## config.mk

```make
export PLATFORM = sky130hd
export DESIGN_NAME = fcmp_flag_unit
export DESIGN_NICKNAME = d
export VERILOG_FILES = /design/src/rtl/fcmp_pkg.sv /design/src/rtl/fcmp_classify.sv /design/src/rtl/fcmp_order.sv /design/src/rtl/fcmp_flag_merge.sv /design/src/rtl/fcmp_flag_unit.sv
export SDC_FILE = /design/constraint.sdc
export NUM_CORES = 1
export LEC_CHECK = 0
export ABC_CLOCK_PERIOD_IN_PS = 1500
export BUFFER_PORTS_ARGS = -buffer_cell sky130_fd_sc_hd__buf_2
export CAP_MARGIN = 0
export CORE_UTILIZATION = 45
export CTS_CLUSTER_SIZE = 12
export DETAILED_ROUTE_END_ITERATION = 16
export PLACE_DENSITY = 0.85
export SLEW_MARGIN = 5
export SYNTH_ARGS = -nofsm -noshare
export SYNTH_HDL_FRONTEND = slang
export SYNTH_SLANG_ARGS = --single-unit
```

## constraint.sdc

```tcl
create_clock -name clk -period 1.5 [get_ports clk]
set_clock_uncertainty 0.2 [all_clocks]
set_input_delay 0.3 -clock clk [delete_from_list [all_inputs] [get_ports clk]]
set_output_delay 0.3 -clock clk [all_outputs]
set_load 0.02 [all_outputs]
```

## src/rtl/fcmp_pkg.sv

```systemverilog
package fcmp_pkg;

    // Relation between the two operands
    typedef enum logic [1:0] {
        REL_GT = 2'd0,
        REL_LT = 2'd1,
        REL_EQ = 2'd2,
        REL_UN = 2'd3
    } rel_e;

    // Per-operand classification
    typedef struct packed {
        logic sign;
        logic is_nan;
        logic is_zero;
    } opnd_class_t;

endpackage

```

## src/rtl/fcmp_classify.sv

```systemverilog
module fcmp_classify
    import fcmp_pkg::*;
#(
    parameter int EXP_W  = 11,
    parameter int FRAC_W = 52
) (
    input  logic [EXP_W+FRAC_W:0]   word_i,
    output opnd_class_t             cls_o,
    output logic [EXP_W+FRAC_W-1:0] mag_o
);
    localparam int MAG_W = EXP_W + FRAC_W;

    logic [EXP_W-1:0]  exp_f;
    logic [FRAC_W-1:0] frac_f;

    always_comb begin
        exp_f         = word_i[MAG_W-1:FRAC_W];
        frac_f        = word_i[FRAC_W-1:0];
        mag_o         = word_i[MAG_W-1:0];
        cls_o.sign    = word_i[MAG_W];
        cls_o.is_nan  = (&exp_f) && (|frac_f);
        cls_o.is_zero = ~|word_i[MAG_W-1:0];
    end
endmodule

```

## src/rtl/fcmp_order.sv

```systemverilog
module fcmp_order
    import fcmp_pkg::*;
#(
    parameter int MAG_W = 63
) (
    input  opnd_class_t      cls_a_i,
    input  opnd_class_t      cls_b_i,
    input  logic [MAG_W-1:0] mag_a_i,
    input  logic [MAG_W-1:0] mag_b_i,
    output rel_e             rel_o
);
    logic mag_lt;
    logic mag_eq;

    always_comb begin
        mag_lt = mag_a_i < mag_b_i;
        mag_eq = mag_a_i == mag_b_i;
        if (cls_a_i.is_nan || cls_b_i.is_nan) begin
            rel_o = REL_UN;
        end else if (cls_a_i.is_zero && cls_b_i.is_zero) begin
            rel_o = REL_EQ;
        end else if (cls_a_i.sign != cls_b_i.sign) begin
            rel_o = cls_a_i.sign ? REL_LT : REL_GT;
        end else if (mag_eq) begin
            rel_o = REL_EQ;
        end else if (mag_lt ^ cls_a_i.sign) begin
            rel_o = REL_LT;
        end else begin
            rel_o = REL_GT;
        end
    end
endmodule

```

## src/rtl/fcmp_flag_merge.sv

```systemverilog
module fcmp_flag_merge
    import fcmp_pkg::*;
#(
    parameter int FLAG_W = 16,
    parameter int CF_POS = 0,
    parameter int PF_POS = 2,
    parameter int AF_POS = 4,
    parameter int ZF_POS = 6,
    parameter int SF_POS = 7,
    parameter int OF_POS = 11
) (
    input  logic [FLAG_W-1:0] flags_i,
    input  rel_e              rel_i,
    output logic [FLAG_W-1:0] flags_o
);
    logic zf_v;
    logic pf_v;
    logic cf_v;

    always_comb begin
        zf_v = (rel_i == REL_EQ) || (rel_i == REL_UN);
        pf_v = (rel_i == REL_UN);
        cf_v = (rel_i == REL_LT) || (rel_i == REL_UN);
    end

    for (genvar i = 0; i < FLAG_W; i++) begin : g_bit
        if (i == ZF_POS) begin : g_zf
            assign flags_o[i] = zf_v;
        end else if (i == PF_POS) begin : g_pf
            assign flags_o[i] = pf_v;
        end else if (i == CF_POS) begin : g_cf
            assign flags_o[i] = cf_v;
        end else if (i == OF_POS || i == SF_POS || i == AF_POS) begin : g_clr
            assign flags_o[i] = 1'b0;
        end else begin : g_pass
            assign flags_o[i] = flags_i[i];
        end
    end
endmodule

```

## src/rtl/fcmp_flag_unit.sv

```systemverilog
module fcmp_flag_unit
    import fcmp_pkg::*;
#(
    parameter int EXP_W  = 11,
    parameter int FRAC_W = 52,
    parameter int FLAG_W = 16,
    parameter int CF_POS = 0,
    parameter int PF_POS = 2,
    parameter int AF_POS = 4,
    parameter int ZF_POS = 6,
    parameter int SF_POS = 7,
    parameter int OF_POS = 11
) (
    input  logic                    clk,
    input  logic                    rst_n,
    input  logic                    in_valid,
    input  logic [EXP_W+FRAC_W:0]   opa_i,
    input  logic [EXP_W+FRAC_W:0]   opb_i,
    input  logic [FLAG_W-1:0]       flags_i,
    output logic                    out_valid,
    output logic [FLAG_W-1:0]       flags_o
);
    localparam int MAG_W = EXP_W + FRAC_W;

    typedef struct packed {
        logic              vld;
        logic [FLAG_W-1:0] flags;
    } state_t;

    opnd_class_t       cls_a;
    opnd_class_t       cls_b;
    logic [MAG_W-1:0]  mag_a;
    logic [MAG_W-1:0]  mag_b;
    rel_e              rel;
    logic [FLAG_W-1:0] flags_new;
    state_t            st_d;
    state_t            st_q;

    fcmp_classify #(.EXP_W(EXP_W), .FRAC_W(FRAC_W)) i_cls_a (
        .word_i (opa_i),
        .cls_o  (cls_a),
        .mag_o  (mag_a)
    );

    fcmp_classify #(.EXP_W(EXP_W), .FRAC_W(FRAC_W)) i_cls_b (
        .word_i (opb_i),
        .cls_o  (cls_b),
        .mag_o  (mag_b)
    );

    fcmp_order #(.MAG_W(MAG_W)) i_order (
        .cls_a_i (cls_a),
        .cls_b_i (cls_b),
        .mag_a_i (mag_a),
        .mag_b_i (mag_b),
        .rel_o   (rel)
    );

    fcmp_flag_merge #(
        .FLAG_W (FLAG_W),
        .CF_POS (CF_POS),
        .PF_POS (PF_POS),
        .AF_POS (AF_POS),
        .ZF_POS (ZF_POS),
        .SF_POS (SF_POS),
        .OF_POS (OF_POS)
    ) i_merge (
        .flags_i (flags_i),
        .rel_i   (rel),
        .flags_o (flags_new)
    );

    always_comb begin
        st_d     = st_q;
        st_d.vld = in_valid;
        if (in_valid) begin
            st_d.flags = flags_new;
        end
    end

    always_ff @(posedge clk or negedge rst_n) begin
        if (!rst_n) begin
            st_q <= '0;
        end else begin
            st_q <= st_d;
        end
    end

    assign out_valid = st_q.vld;
    assign flags_o   = st_q.flags;
endmodule

```

==> flow_summary.yaml <==
worst_setup_path:
  timing.critical_path.from: "opb_i[45]"
  crit_path_start_kind: "primary input"
  setup.worst_path.class: "primary input to register"
  worstPathMaxFanout: 3
  setup.reg_to_reg.worst_slack_ps: 430
  reg2reg_from: "flags_o[0]"
  cp-end-kind: "register"
  required_ps: 1450
  arrival_ps: 2370
pwr:
  power_density_mw_per_mm2: 431
  power.share.sequential: 0.218
  net-switching-power_mw: 0.724
  cell_internal_pwr_mw: 1.25
  power.total_mw: 1.97
  max-vdd-ir-drop_mv: 0.676
  static-leakage-power_nw: 2.38
  power.share.clock: 0.183
  netSwitchingFraction: 0.367
  pwr-share-comb: 0.599
sta:
  fin_crit_sh: 1.61
  hold_ws_ps: 88.4
  rsz0062_at_grt: "true"
  hold_viol: 0
  final.min_clock_period_ps: 2420
  setup_violations: 3
  timing.final.ws_setup_ps: -918
  fmaxAchievable_mhz: 414
  totalNegativeSetupSlack_ps: -1970
  report.final.slew_viol_count: 0
layout:
  finalInstanceArea_sq_mm: 0.00457
  final_net_count: 773
  drive_above_1_share: 0.559
  areaGrowthSynthToFinish_pct: 82.6
  num_antenna_cells: 0
synth:
  synthTopCellsByCount: "sky130_fd_sc_hd__inv_1 (65), sky130_fd_sc_hd__ha_1 (63), sky130_fd_sc_hd__nor4_1 (33), sky130_fd_sc_hd__a21oi_1 (27), sky130_fd_sc_hd__nand4_1 (22)"
  mappedNetlistArea_sq_mm: 0.00250
  synthArstFlopShare: 1.00
  synth.area.top_cells: "sky130_fd_sc_hd__ha_1 (32%), sky130_fd_sc_hd__dfrtp_1 (14%), sky130_fd_sc_hd__inv_1 (9.8%)"
  syn-instance-count: 319
  yosysMostFrequentCell: "sky130_fd_sc_hd__inv_1"
  post_synth_edffs: 0
  synth_flop_cell: "sky130_fd_sc_hd__dfrtp_1"
  yosysUniqueCellTypes: 36
  avgSynthCellArea_sq_um: 7.84
  synth_top_cell_area_share: 0.315
  postSynthRegisterBits: 14
  synth_sequential_area_ratio: 0.140
  number_of_synthesis_warnings: 0
  synth_area_leader_cell: "sky130_fd_sc_hd__ha_1"
clock_network:
  path_clk_slew_ps: 60
  cts.htree.levels: 1
  clock-root-buffer: "sky130_fd_sc_hd__clkbuf_8"
  cts_sinks: 14
  clk_path_buf_depth: 2
  clk-insertion-delay-late_ps: 240
  cts_tree: "done"
  cts-buffers-inserted: 3
grt:
  wire_length_of_the_first_global_routing_pass_mm: 16.0
  first_global_vias: 3807
  number_of_antenna_violations_at_the_first_check_in_global_routing: 0
  grt.overflow.total: 0
  grt_max_degree: 17
  grt_resource_usage_total: 0.336
floorplan:
  boundaryPins: 164
  initial_utilization: 0.478
  fp.coreArea_sq_mm: 0.00524
  dieWidth_um: 76.6
  std_cell_rows: 26
  fp.dieArea_sq_mm: 0.00586
  floorplan.die.height_um: 76.6
status:
  outcome: "complete, but fails checks"
  failed_checks: "setup timing"
route:
  drc: 0
  wl_per_cell_um: 16.2
  route.antenna.remaining_nets: 0
  drt_iter0_drc: 137
  route.final.wire_length_mm: 10.3
  dr.pass1.iters: 4
  vias: 3444
  post_drt_via_cell_ratio: 5.45
job:
  cap_viol_max_count: 0
placed_design:
  routabilityCongestion: 0.946
  detailed_place.area_sq_mm: 0.00425
  dp_worst_setup_slack_ps: -1180
  numPortBuffers: 154
  post-dp-hpwl_mm: 8.31
min_path:
  hold_path_class: "primary input to register"
  hp_start: "flags_i[15]"
==> per-layer routing <==
metal  global-route usage  vias up  share of wire
li1                     -     1666              -
met1                0.365     1565           0.37
met2                0.645      165           0.52
met3               0.0251       48          0.058
met4                0.171        0          0.050
met5                    0        -              0
==> final cells by class <==
| cell class | instances | area, sq um |
|---|---|---|
| clock buffer | 4 | 55.1 |
| sequential | 14 | 350 |
| timing repair buffer | 242 | 1510 |
| multi-input combinational | 237 | 2280 |
| tap | 70 | 87.6 |
| inverter | 65 | 284 |
| fill | 289 | 671 |
==> timing repair <==
item	4_1_cts	5_1_grt
hold endpoints to repair	14	0
hold buffers	1	0
resized for setup	28	13
buffers inserted	2	0
pin swaps	6	8
setup endpoints to repair	3	3
==> power by group through the flow <==
stage	clock, mW	sequential, mW	combinational, mW
2_1_floorplan	0	0.481	0.423
3_3_place_gp	0	0.434	1.01
3_5_place_dp	0	0.435	1.07
4_1_cts	0.365	0.429	1.11
5_1_grt	0.381	0.434	1.29
6_report	0.360	0.429	1.18
==> final timing paths <==
check | to | cells past startpoint
min in group asynchronous | flags_o[14] | 2
worst max-delay path | flags_o[0] | 10
worst max register to register | flags_o[0] | 2
worst min register to register | flags_o[2] | 1
max in group asynchronous | flags_o[1] | 2
worst min-delay path | flags_o[15] | 2
==> flip-flops by register name (all words and copies together) (netlist names) <==
signal     flops
out_valid      1
flags_o       13
==> metrics by stage <==
step | utilization | std cells
CTS | 0.851 | 632
global placement | 0.812 | 625
finish | 0.872 | 632
floorplan | - | 321
global route | 0.872 | 632
detailed placement | 0.812 | 625
==> worst max-delay path, stage by stage <==
cell	delay (ps)
sky130_fd_sc_hd__buf_2	90
sky130_fd_sc_hd__inv_1	70
sky130_fd_sc_hd__ha_4	300
sky130_fd_sc_hd__nand4_4	120
sky130_fd_sc_hd__nor4_4	360
sky130_fd_sc_hd__nand3_2	130
sky130_fd_sc_hd__or4_4	450
sky130_fd_sc_hd__a21o_1	180
sky130_fd_sc_hd__and3_4	150
sky130_fd_sc_hd__o31ai_2	210
==> cell usage in the layout, fill, tap and decap left out, drive strengths merged, types with 4 or more instances in the layout <==
cell	count
a211oi	4
a21o	4
a21oi	27
buf	241
clkbuf	4
dfrtp	14
ha	63
inv	65
mux2	10
nand2	20
nand3	9
nand4	23
nor2	9
nor4	36
o21ai	8
==> cells by family after synthesis <==
logic type / count (synthesis) / share of synthesized area
AOI/OAI and AO/OA: 55 / 0.138
muxes: 10 / 0.0450
other: 1 / 0.00150
buffers and inverters: 70 / 0.110
adders and majority gates: 63 / 0.315
and+or+nand+nor: 106 / 0.251
DFF: 14 / 0.140
No activity file was read; power rests on OpenSTA's default activity.
